**src/rtl/xfb_pkg.sv**
```systemverilog
package xfb_pkg;
  // Result of an accepted host read
  typedef enum logic [1:0] {
    RD_NONE = 2'd0,
    RD_ZERO = 2'd1,
    RD_POP  = 2'd2,
    RD_HOLD = 2'd3
  } xfb_rd_kind_e;

  localparam logic [7:0] RSP_TAIL = 8'h00;
endpackage

```
**src/rtl/xfb_ring.sv**
```systemverilog
module xfb_ring #(
  parameter int DEPTH = 16,
  parameter int PW    = $clog2(DEPTH)
) (
  input  logic          clk,
  input  logic          rst_n,
  input  logic          clr,
  input  logic          rsp_load,
  input  logic [7:0]    rsp_byte,
  input  logic          push,
  input  logic [7:0]    wdata,
  input  logic          pop,
  input  logic          rd_evt,
  output logic [PW-1:0] wptr,
  output logic [PW-1:0] rptr,
  output logic [7:0]    head
);
  import xfb_pkg::*;

  logic [7:0]    mem [DEPTH];
  logic [PW-1:0] wp_n, rp_n;

  // storage: the response load owns slots 0 and 1 in its cycle
  always_ff @(posedge clk) begin
    if (rsp_load) begin
      mem[0] <= rsp_byte;
      mem[1] <= RSP_TAIL;
    end else if (push && !clr) begin
      mem[wptr] <= wdata;
    end
  end

  always_comb begin
    wp_n = wptr;
    rp_n = rptr;
    if (rsp_load) begin
      wp_n = PW'(2);
      rp_n = '0;
    end else if (clr) begin
      wp_n = '0;
      rp_n = '0;
    end else begin
      if (push) wp_n = wptr + PW'(1);
      if (pop)  rp_n = rptr + PW'(1);
      // drained: rewind both pointers
      if (rd_evt && (rp_n == wp_n)) begin
        wp_n = '0;
        rp_n = '0;
      end
    end
  end

  always_ff @(posedge clk) begin
    if (!rst_n) begin
      wptr <= '0;
      rptr <= '0;
    end else begin
      wptr <= wp_n;
      rptr <= rp_n;
    end
  end

  assign head = mem[rptr];
endmodule

```
**src/rtl/xfb_cmd_capture.sv**
```systemverilog
module xfb_cmd_capture #(
  parameter int CMD_DEPTH = 16,
  parameter int CLW       = $clog2(CMD_DEPTH + 1),
  parameter int CIW       = $clog2(CMD_DEPTH)
) (
  input  logic           clk,
  input  logic           rst_n,
  input  logic           arm,
  input  logic           consume,
  input  logic           wr,
  input  logic [7:0]     wdata,
  input  logic [CIW-1:0] idx,
  output logic           active,
  output logic [CLW-1:0] len,
  output logic [7:0]     byte_out,
  output logic           drop
);
  logic [7:0] cbuf [CMD_DEPTH];
  logic       room;

  assign room = (len < CLW'(CMD_DEPTH));
  assign drop = wr && active && !room && !consume && !arm;

  always_ff @(posedge clk) begin
    if (wr && active && room && !consume && !arm)
      cbuf[len[CIW-1:0]] <= wdata;
  end

  always_ff @(posedge clk) begin
    if (!rst_n) begin
      active <= 1'b0;
      len    <= '0;
    end else if (consume) begin
      active <= 1'b0;
      len    <= '0;
    end else if (arm) begin
      active <= 1'b1;
      len    <= '0;
    end else if (wr && active && room) begin
      len <= len + CLW'(1);
    end
  end

  assign byte_out = cbuf[idx];
endmodule

```
**src/rtl/xfer_byte_fifo.sv**
```systemverilog
module xfer_byte_fifo #(
  parameter int DEPTH     = 16,
  parameter int CMD_DEPTH = 16,
  localparam int PW    = $clog2(DEPTH),
  localparam int CLW   = $clog2(CMD_DEPTH + 1),
  localparam int CIW   = $clog2(CMD_DEPTH),
  localparam int CNT_W = PW + 2
) (
  input  logic             clk,
  input  logic             rst_n,
  input  logic             wr_valid,
  output logic             wr_ready,
  input  logic [7:0]       wr_data,
  input  logic             rd_valid,
  output logic             rd_ready,
  output logic [7:0]       rd_data,
  output logic             rd_data_vld,
  input  logic             cmd_arm,
  input  logic             cmd_consume,
  output logic             cmd_active,
  output logic [CLW-1:0]   cmd_len,
  input  logic [CIW-1:0]   cmd_idx,
  output logic [7:0]       cmd_byte,
  input  logic             phase_dout,
  input  logic             rsp_load,
  input  logic [7:0]       rsp_status,
  output logic [PW-1:0]    wr_ptr,
  output logic [PW-1:0]    rd_ptr,
  output logic [CNT_W-1:0] data_count,
  output logic             ovf_xfer,
  output logic             ovf_cmd
);
  import xfb_pkg::*;

  logic         wr_fire, rd_fire, x_wr, x_full, push, pop, drop_x, drop_c;
  logic [7:0]   head;
  xfb_rd_kind_e rd_kind;

  // host port arbitration: response load first, then write, then read
  assign wr_ready = !rsp_load;
  assign rd_ready = !rsp_load && !wr_valid;
  assign wr_fire  = wr_valid && wr_ready;
  assign rd_fire  = rd_valid && rd_ready;

  assign x_wr   = wr_fire && !cmd_active;
  assign x_full = (wr_ptr == PW'(DEPTH - 1));
  assign push   = x_wr && !x_full;
  assign drop_x = x_wr && x_full && !cmd_arm;

  always_comb begin
    if (!rd_fire)                 rd_kind = RD_NONE;
    else if (phase_dout)          rd_kind = RD_ZERO;
    else if (rd_ptr < wr_ptr)     rd_kind = RD_POP;
    else                          rd_kind = RD_HOLD;
  end
  assign pop = (rd_kind == RD_POP);

  xfb_ring #(.DEPTH(DEPTH), .PW(PW)) u_ring (
    .clk      (clk),
    .rst_n    (rst_n),
    .clr      (cmd_arm),
    .rsp_load (rsp_load),
    .rsp_byte (rsp_status),
    .push     (push),
    .wdata    (wr_data),
    .pop      (pop),
    .rd_evt   (rd_fire),
    .wptr     (wr_ptr),
    .rptr     (rd_ptr),
    .head     (head)
  );

  xfb_cmd_capture #(.CMD_DEPTH(CMD_DEPTH), .CLW(CLW), .CIW(CIW)) u_cmd (
    .clk      (clk),
    .rst_n    (rst_n),
    .arm      (cmd_arm),
    .consume  (cmd_consume),
    .wr       (wr_fire),
    .wdata    (wr_data),
    .idx      (cmd_idx),
    .active   (cmd_active),
    .len      (cmd_len),
    .byte_out (cmd_byte),
    .drop     (drop_c)
  );

  // read-result register and pending-data count
  always_ff @(posedge clk) begin
    if (!rst_n) begin
      rd_data     <= '0;
      rd_data_vld <= 1'b0;
      data_count  <= '0;
      ovf_xfer    <= 1'b0;
      ovf_cmd     <= 1'b0;
    end else begin
      rd_data_vld <= rd_fire;
      ovf_xfer    <= drop_x;
      ovf_cmd     <= drop_c;
      case (rd_kind)
        RD_ZERO: rd_data <= '0;
        RD_POP:  rd_data <= head;
        default: rd_data <= rd_data;
      endcase
      if (rsp_load)                 data_count <= CNT_W'(2);
      else if (cmd_arm || cmd_consume) data_count <= '0;
      else if (push)                data_count <= data_count + CNT_W'(1);
      else if (pop)                 data_count <= data_count - CNT_W'(1);
    end
  end
endmodule

```
**config.mk**
```make
export PLATFORM = sky130hd
export DESIGN_NAME = xfer_byte_fifo
export DESIGN_NICKNAME = d
export VERILOG_FILES = /design/src/rtl/xfb_pkg.sv /design/src/rtl/xfb_ring.sv /design/src/rtl/xfb_cmd_capture.sv /design/src/rtl/xfer_byte_fifo.sv
export SDC_FILE = /design/constraint.sdc
export NUM_CORES = 1
export LEC_CHECK = 0
export ABC_CLOCK_PERIOD_IN_PS = 7100
export BUFFER_PORTS_ARGS = -buffer_cell sky130_fd_sc_hd__buf_4
export CORE_ASPECT_RATIO = 0.6
export CORE_MARGIN = 2
export CORE_UTILIZATION = 60
export DETAILED_ROUTE_END_ITERATION = 8
export MAX_ROUTING_LAYER = met4
export PLACE_DENSITY = 0.79
export SETUP_SLACK_MARGIN = 0.02
export SYNTH_ARGS = -nofsm -noshare
export SYNTH_HDL_FRONTEND = slang
export SYNTH_SLANG_ARGS = --single-unit
```
**constraint.sdc**
```tcl
create_clock -name clk -period 7.1 [get_ports clk]
set_input_delay 1.42 -clock clk [delete_from_list [all_inputs] [get_ports clk]]
set_output_delay 1.42 -clock clk [all_outputs]
set_load 0.02 [all_outputs]
```
==> PnR_summary.wiki, run 1 <==
{| class="wikitable"
! Metric !! Value
|-
| F_max || 216 MHz
|-
| Category of the worst setup path capture point || output pin
|-
| Count of max-cap constraint violations || 0
|-
| Post-synthesis register bit count || 287
|-
| Inserted Diodes || 0
|-
| CTS H-Tree Depth || 1
|-
| Endpoint arrival time on the critical path || 3.21 ns
|-
| Count of input and output buffers || 68
|-
| Global-route total usage across every layer || 0.275
|-
| Clock network power share || 0.393
|-
| # DRC || 0
|-
| Internal power contribution || 2.63 mW
|-
| Run status || finished, final reports clean
|-
| Reg2Reg Launch Point || u_ring.rptr[2]$_SDFF_PP0_
|-
| Worst setup path startpoint || cmd_idx[0]
|-
| Vias after detailed routing || 6,337
|-
| Half-perimeter wire length of the detailed placement result || 16,600 µm
|-
| Pin slew with the least headroom to its limit || 1.25 ns
|-
| Shortest clock period the worst path allows after layout || 4.63 ns
|-
| CTS Buf Count || 25
|-
| Placer Congestion || 0.871
|-
| Fin. Hold Viols || 0
|-
| Total of hold buffers inserted after clock tree synthesis || 0
|-
| Drt first pass iters || 5
|-
| Max-slew violations || 0
|-
| Combinational fraction of design power || 0.047
|-
| Count of flip-flops with a built-in enable after synthesis || 256
|-
| Gate Count Post-Synth || 634
|-
| Hold WS || 0.478 ns
|-
| Final critical-path setup slack || 2.47 ns
|-
| Pleak || 4.37 nW
|-
| Yosys warns || 0
|-
| Mux contribution to synthesized area || 0.158
|-
| Simple logic cell fraction of the synthesized area || 0.0554
|-
| Initial antenna violation count || 0
|-
| Most frequently used flop master after synthesis || sky130_fd_sc_hd__edfxtp_1
|-
| TritonCTS clock tree || done
|-
| Clock slew seen by the registers of the worst setup and hold paths || 0.07 ns
|-
| Max-Slew Margin vs Limit || 0.164
|-
| Mapped Area || 11,700 µm²
|-
| Initial detailed-routing violation count || 1,034
|-
| Xor and xnor area share after synthesis || 0.00898
|-
| Row count || 39
|-
| Clock latency of the later-clocked register in the worst-skew pair || 0.52 ns
|-
| Core Region || 19,100 µm²
|-
| Period utilisation layout || 0.652
|-
| Setup Skew || 0.00902 ns
|-
| Commonest cells after routing, fill and taps aside || 256 x sky130_fd_sc_hd__edfxtp_1, 76 x sky130_fd_sc_hd__buf_4, 72 x sky130_fd_sc_hd__mux4_2
|-
| Die area || 20,700 µm²
|-
| Avg Cell Area, Syn || 18.5 µm²
|-
| Effective utilization at floorplan || 0.614
|-
| Pin count of the biggest net entering global routing || 37
|-
| Largest family of logic cells by synthesized area || multiplexers
|-
| Worst hold start || data_count[2]$_SDFFE_PP0P_
|-
| Post-CTS Repair Setup Buffers || 0
|-
| IO Pins || 69
|-
| Part of the total power dissipated in sequential elements || 0.560
|-
| Setup repair after global routing missed its margin || false
|-
| Routed len/inst || 26.5 µm
|-
| Share of synthesized registers carrying an async set or reset || 0
|-
| Via density per instance || 6.37
|-
| Final wirelength || 26,400 µm
|-
| Logic depth of the worst register-to-register path || 10
|-
| Floorplan die width || 184 µm
|-
| Data required time of the worst path || 5.68 ns
|-
| Worst IR Drop VDD || 179 µV
|-
| Core Util, Final || 0.694
|-
| Setup-failing EPs final || 0
|-
| Compound-cell area share of the yosys netlist || 0.0305
|-
| Classification of the worst setup path || input pin to output pin
|-
| Maximum buffer depth of the clock tree || 3
|-
| Worst setup SP type || input pin
|-
| Clock tree root buffer cell || sky130_fd_sc_hd__clkbuf_16
|-
| Yosys cell types || 45
|-
| Total power density per cell area || 250 nW/µm²
|-
| Fraction of the mapped netlist area in adder cells || 0.0199
|-
| DIE HEIGHT || 112 µm
|-
| Switching share of total power || 0.206
|-
| DP Worst Slack || 2.45 ns
|-
| Quantity of gates resized following cts || 0
|-
| Net total in the final layout || 759
|-
| Worst hold path depth || 2
|-
| Biggest fanout along the worst timing path || 32
|-
| Fraction of layout instances using a drive strength above 1 || 0.277
|-
| Most common cell after layout, fill and taps aside || sky130_fd_sc_hd__edfxtp_1
|-
| Share of synthesized area occupied by flip-flops and latches || 0.710
|-
| # fillers || 1,180
|-
| Power, Total || 3.31 mW
|-
| Setup_tns || 0 ns
|-
| Synth-to-Final Area Change || 13.1%
|-
| Net Sw Power || 679 µW
|-
| GRT Residual Overflow || 0
|-
| Count of nets left with antenna violations after detail routing || 0
|-
| Wire length of the first global-routing pass || 40,000 µm
|-
| Hold Crit Class || flop to flop
|-
| Vias in the first global route || 6,433
|-
| Sink count of the clock tree || 287
|}
## power groups by stage
stage          Combinational (mW)  Clock [mW]  Sequential [mW]
5_1_grt                     0.165        1.37             1.85
3_3_place_gp                0.145           0             1.89
3_5_place_dp                0.152           0             1.89
6_report                    0.155        1.30             1.85
2_1_floorplan              0.0836           0             1.89
4_1_cts                     0.154        1.31             1.85
## cells in the mapped netlist (4+ instances only)
master | count | area share
sky130_fd_sc_hd__a21oi_1 | 15 | 0.0064
sky130_fd_sc_hd__a21o_1 | 4 | 0.0026
sky130_fd_sc_hd__inv_1 | 12 | 0.0038
sky130_fd_sc_hd__nand2_1 | 26 | 0.0083
sky130_fd_sc_hd__ha_1 | 17 | 0.018
sky130_fd_sc_hd__o21ai_0 | 6 | 0.0026
sky130_fd_sc_hd__nand3_1 | 6 | 0.0026
sky130_fd_sc_hd__mux4_2 | 72 | 0.14
sky130_fd_sc_hd__buf_1 | 4 | 0.0013
sky130_fd_sc_hd__nor2_1 | 42 | 0.013
sky130_fd_sc_hd__nor2b_1 | 10 | 0.0053
sky130_fd_sc_hd__dfxtp_1 | 31 | 0.053
sky130_fd_sc_hd__a211oi_1 | 9 | 0.0058
sky130_fd_sc_hd__nand2b_1 | 5 | 0.0027
sky130_fd_sc_hd__a32o_1 | 8 | 0.0068
sky130_fd_sc_hd__xnor2_1 | 9 | 0.0067
sky130_fd_sc_hd__and2_1 | 12 | 0.0064
sky130_fd_sc_hd__mux2_2 | 9 | 0.0087
sky130_fd_sc_hd__buf_2 | 9 | 0.0038
sky130_fd_sc_hd__nor3_1 | 14 | 0.0060
sky130_fd_sc_hd__edfxtp_1 | 256 | 0.66
sky130_fd_sc_hd__mux2i_1 | 11 | 0.0094
sky130_fd_sc_hd__clkbuf_1 | 12 | 0.0038
## critical path, cell delays in order
cell,delay (ns)
sky130_fd_sc_hd__buf_4,0.50
sky130_fd_sc_hd__mux4_2,0.59
sky130_fd_sc_hd__mux4_2,0.51
sky130_fd_sc_hd__buf_4,0.18
## layout make-up
class / instances / area, µm² / area share
inverters: 12 / 45.0 / 0.00340
repair buffers: 76 / 571 / 0.0431
clock buffers: 26 / 629 / 0.0475
well taps: 266 / 333 / 0.0251
flip-flops and latches: 287 / 8310 / 0.627
multi-input cells: 311 / 3220 / 0.243
clock inverters: 17 / 135 / 0.0102
## flip-flops by register name (all words and copies together), names as in the netlist
register / count
u_ring.mem: 128
u_cmd.active: 1
data_count: 6
rd_data_vld: 1
u_cmd.len: 5
u_cmd.cbuf: 128
u_ring.rptr: 4
u_ring.wptr: 4
ovf_cmd: 1
ovf_xfer: 1
rd_data: 8
## metal layers
| layer | vias up | share of wire | GRT usage |
|---|---|---|---|
| met5 | - | 0 | - |
| met3 | 49 | 0.096 | 0.0487 |
| li1 | 2671 | - | - |
| met4 | 0 | 0.022 | 0.0693 |
| met2 | 376 | 0.46 | 0.398 |
| met1 | 3241 | 0.42 | 0.413 |
## path summary, 6_finish.rpt
path | endpoint | slack (ns)
worst max-delay path | cmd_byte[3] | 2.47
worst min register to register | data_count[2]$_SDFFE_PP0P_ | 0.48
worst max register to register | u_ring.wptr[1]$_SDFF_PN0_ | 3.42
worst min-delay path | data_count[2]$_SDFFE_PP0P_ | 0.48
## through the flow
step                      std cells  cell area, µm²
after global routing            995           13200
after global placement          952           12500
after detailed placement        952           12500
final                           995           13200
after CTS                       995           13200
after floorplan                 641           11700
## cell families (layout without fill, tap and decap cells)
group	Yosys count	after routing
fa+ha+maj	18	18
mux	93	93
xor+xnor	12	12
other cells	1	8
compound gates	50	50
simple gates	130	130
buf+inv	43	131
flops	287	287
Note: power is estimated with default switching activity, not from simulation.
==> run 2: changes to the inputs <==
--- a/config.mk
+++ b/config.mk
@@ -5,14 +5,15 @@
 export SDC_FILE = /design/constraint.sdc
 export NUM_CORES = 1
 export LEC_CHECK = 0
-export ABC_CLOCK_PERIOD_IN_PS = 7100
+export ABC_AREA = 1
+export ABC_CLOCK_PERIOD_IN_PS = 4000
 export BUFFER_PORTS_ARGS = -buffer_cell sky130_fd_sc_hd__buf_4
 export CORE_ASPECT_RATIO = 0.6
 export CORE_MARGIN = 2
-export CORE_UTILIZATION = 60
+export CORE_UTILIZATION = 55
 export DETAILED_ROUTE_END_ITERATION = 8
 export MAX_ROUTING_LAYER = met4
-export PLACE_DENSITY = 0.79
+export PLACE_DENSITY = 0.76
 export SETUP_SLACK_MARGIN = 0.02
 export SYNTH_ARGS = -nofsm -noshare
 export SYNTH_HDL_FRONTEND = slang
==> constraint.sdc (replaced) <==
create_clock -name clk -period 4 [get_ports clk]
set_input_delay 0.8 -clock clk [delete_from_list [all_inputs] [get_ports clk]]
set_output_delay 0.8 -clock clk [all_outputs]
set_load 0.02 [all_outputs]
==> run 2 against run 1 <==
Against the previous run: sequential share of layout area down 3.4 points; clock-buffer cell count up 11; clock power up 100%; first-iteration DRC count increased by 7.5%; non-clock buffer count rose by 2; routed wire length up 6.8%; setup slack lost 1.8 ns; combinational power up 110%; power increased by 89%; critical path depth grew 2; global-route usage shrank 2.5 points.
==> PnR_summary.wiki, run 2 <==
{| class="wikitable"
! Metric !! Value
|-
| Classification of the worst setup path || input pin to output pin
|-
| Total power density per cell area || 445 nW/µm² (+78%)
|-
| Hold Crit Class || input pin to flop
|-
| Yosys warns || 0 (unchanged)
|-
| Endpoint arrival time on the critical path || 2.57 ns (-0.64 ns)
|-
| Commonest cells after routing, fill and taps aside || 256 x sky130_fd_sc_hd__edfxtp_1, 105 x sky130_fd_sc_hd__inv_1, 102 x sky130_fd_sc_hd__nand2_1
|-
| CP max stage delay || 0.74 ns (+0.15 ns)
|-
| Most frequently used flop master after synthesis || sky130_fd_sc_hd__edfxtp_1
|-
| Worst hold path depth || 2 (unchanged)
|-
| Share of the synthesized area in the top cell type || 0.622 (-0.0344)
|-
| Worst IR Drop VDD || 325 µV (+82%)
|-
| Worst r2r dst || u_ring.wptr[1]$_SDFF_PN0_
|-
| Worst reg-to-reg setup slack || 0.95 ns (-2.47 ns)
|-
| Net total in the final layout || 1,129 (+49%)
|-
| Total of hold buffers inserted after clock tree synthesis || 0 (unchanged)
|-
| Hold WS || 0.425 ns (-0.0531 ns)
|-
| Pin count of the biggest net entering global routing || 72 (+95%)
|-
| # DRC || 0 (unchanged)
|-
| TritonCTS clock tree || done
|-
| Drt first pass iters || 5 (unchanged)
|-
| Maximum buffer depth of the clock tree || 3 (unchanged)
|-
| Avg Cell Area, Syn || 12.1 µm² (-34%)
|-
| DP Worst Slack || 0.683 ns (-1.77 ns)
|-
| Biggest fanout along the worst timing path || 32 (unchanged)
|-
| Count of max-cap constraint violations || 0 (unchanged)
|-
| Setup_tns || 0 ns (unchanged)
|-
| Post-CTS Repair Setup Buffers || 0 (unchanged)
|-
| Category of the worst setup path capture point || output pin
|-
| Half-perimeter wire length of the detailed placement result || 17,700 µm (+6.6%)
|-
| Worst setup SP type || input pin
|-
| Setup-failing EPs final || 0 (unchanged)
|-
| # fillers || 1,636 (+39%)
|-
| GRT Residual Overflow || 0 (unchanged)
|-
| Cell type of the slowest stage on the worst timing path || sky130_fd_sc_hd__inv_1
|-
| F_max || 297 MHz
|-
| Synth cell count leaders || 256 x sky130_fd_sc_hd__edfxtp_1, 106 x sky130_fd_sc_hd__inv_1, 102 x sky130_fd_sc_hd__nand2_1
|-
| Fraction of layout instances using a drive strength above 1 || 0.149 (-0.128)
|-
| CTS H-Tree Depth || 1 (unchanged)
|-
| CTS Buf Count || 27 (+8.0%)
|-
| Logic depth of the worst register-to-register path || 15 (+5)
|-
| Clock slew seen by the registers of the worst setup and hold paths || 0.06 ns (about the same)
|-
| Count of input and output buffers || 68 (unchanged)
|-
| Max-Slew Margin vs Limit || 0.313 (+0.149)
|-
| Cell type with the highest aggregate area in the netlist || sky130_fd_sc_hd__edfxtp_1
|-
| Top area cells in the synthesized netlist || sky130_fd_sc_hd__edfxtp_1 62%, sky130_fd_sc_hd__mux2i_1 5.2%, sky130_fd_sc_hd__dfxtp_1 5.0%
|-
| Worst hold start || cmd_consume
|-
| Area of all placed cells without fillers || 14,000 µm² (+5.8%)
|-
| Count leader, synth || sky130_fd_sc_hd__edfxtp_1
|-
| Synth-to-Final Area Change || 13.4%
|-
| Yosys cell types || 36 (-20%)
|-
| Wire length of the first global-routing pass || 43,500 µm (+8.9%)
|-
| Row count || 42 (+7.7%)
|-
| Share of synthesized area occupied by flip-flops and latches || 0.672 (-0.0372)
|-
| DIE HEIGHT || 120 µm (+7.0%)
|-
| Floorplan die width || 197 µm (+7.1%)
|-
| Pleak || 5.21 nW (+19%)
|-
| Initial antenna violation count || 0 (unchanged)
|-
| Most prevalent standard cell on the critical path || sky130_fd_sc_hd__buf_4
|-
| Clock latency of the later-clocked register in the worst-skew pair || 0.55 ns (+0.03 ns)
|-
| Hold worst-path end || u_cmd.active$_SDFFE_PP0P_
|-
| Via density per instance || 5.74 (-9.8%)
|-
| Mapped Area || 12,400 µm² (+5.5%)
|-
| Setup Skew || 0.0220 ns (+0.0130 ns)
|-
| Shortest clock period the worst path allows after layout || 3.37 ns
|-
| Die area || 23,700 µm² (+15%)
|-
| Max-slew violations || 0 (unchanged)
|-
| Period utilisation layout || 0.842
|-
| Most common cell after layout, fill and taps aside || sky130_fd_sc_hd__edfxtp_1
|-
| Data required time of the worst path || 3.20 ns (-2.48 ns)
|-
| Post-layout instance count excluding filler cells || 1,390 (+40%)
|-
| Global-route total usage across every layer || 0.250 (-0.0252)
|-
| Pin slew with the least headroom to its limit || 1.03 ns (-0.220 ns)
|-
| IO Pins || 69 (unchanged)
|-
| Count of flip-flops with a built-in enable after synthesis || 256 (unchanged)
|-
| Post-synthesis register bit count || 287 (unchanged)
|-
| Count of nets left with antenna violations after detail routing || 0 (unchanged)
|-
| Post-place instance area || 13,100 µm² (+4.9%)
|-
| List of cells traversed by the critical path || buf_4 > inv_1 > o21ai_0 > o211ai_1 > nand2_1 > buf_4
|-
| Placer Congestion || 0.867 (-0.37%)
|-
| Core Region || 22,000 µm² (+15%)
|-
| Core Util, Final || 0.637 (-0.0577)
|-
| Vias after detailed routing || 7,982 (+26%)
|-
| Final wirelength || 28,200 µm (+6.8%)
|-
| Sink count of the clock tree || 287 (unchanged)
|-
| Quantity of gates resized following cts || 0 (unchanged)
|-
| Run status || finished, final reports clean
|-
| Fin. Hold Viols || 0 (unchanged)
|-
| Vias in the first global route || 7,588 (+18%)
|-
| Gate Count Post-Synth || 1,018 (+61%)
|-
| Reg2Reg Launch Point || u_ring.wptr[3]$_SDFF_PP0_
|-
| Inserted Diodes || 0 (unchanged)
|-
| Share of synthesized registers carrying an async set or reset || 0 (unchanged)
|-
| Initial detailed-routing violation count || 1,112 (+7.5%)
|-
| Effective utilization at floorplan || 0.561 (-0.0525)
|-
| Setup repair after global routing missed its margin || false
|-
| Clock tree root buffer cell || sky130_fd_sc_hd__clkbuf_16
|-
| Power, Total || 6.24 mW (+89%)
|-
| Routed len/inst || 20.3 µm (-24%)
|-
| Final critical-path setup slack || 0.633 ns (-1.84 ns)
|-
| Cell Count Post-Placement || 1,340 (+41%)
|}
[run 2: cell count changes after synthesis, moves of 10 or more]
cell,before,now
sky130_fd_sc_hd__inv_1,12,106
sky130_fd_sc_hd__nor2b_1,10,0
sky130_fd_sc_hd__and2_1,12,0
sky130_fd_sc_hd__a21oi_1,15,88
sky130_fd_sc_hd__o21ai_0,6,81
sky130_fd_sc_hd__clkbuf_1,12,22
sky130_fd_sc_hd__nand2_1,26,102
sky130_fd_sc_hd__mux2i_1,11,64
sky130_fd_sc_hd__o211ai_1,2,33
sky130_fd_sc_hd__mux4_2,72,0
sky130_fd_sc_hd__nand3_1,6,82
[run 2: critical path: cells and delay by family]
family / cells / cell delay, ns
buf+inv: 3 / 1.03
compound gates: 2 / 0.61
simple gates: 1 / 0.12
[run 2: cell type report]
cell class              count  area, µm²  share of cell area
repair buffers             78        598              0.0427
clock buffers              37        783              0.0559
well taps                 286        358              0.0255
inverters                 112        423              0.0302
clock inverters            13        140              0.0100
multi-input cells         577       3400               0.243
flip-flops and latches    287       8310               0.593
[run 2: logic make-up after synthesis]
group | Yosys count | share of synthesized area
AOI/OAI and AO/OA | 212 | 0.0954
xor gates and xnor gates | 6 | 0.00425
adders and majority gates | 18 | 0.0188
buffers and inverters | 161 | 0.0544
DFF | 287 | 0.672
muxes | 64 | 0.0518
other | 1 | 0.000304
and+or+nand+nor | 269 | 0.103
[run 2: power by group]
group | switching (mW) | internal [mW]
clock network | 1.12 | 1.51
logic | 0.218 | 0.103
registers | 0.00881 | 3.28
total | 1.35 | 4.90
[run 2: worst max path at each step]
stage	from	to	depth (start not counted)
floorplan	rsp_load	u_ring.rptr[0]$_SDFF_PP0_	15
global placement	cmd_idx[1]	cmd_byte[3]	6
detailed placement	cmd_idx[1]	cmd_byte[3]	6
CTS	cmd_idx[1]	cmd_byte[3]	6
global route	cmd_idx[1]	cmd_byte[3]	6
finish	cmd_idx[1]	cmd_byte[3]	6
[run 2: layer usage]
metal  vias up  part of all wire  GRT usage
met2       360              0.42      0.344
li1       3742                 -          -
met3        40              0.10     0.0455
met5         -                 0          -
met1      3840              0.46      0.388
met4         0             0.014     0.0512
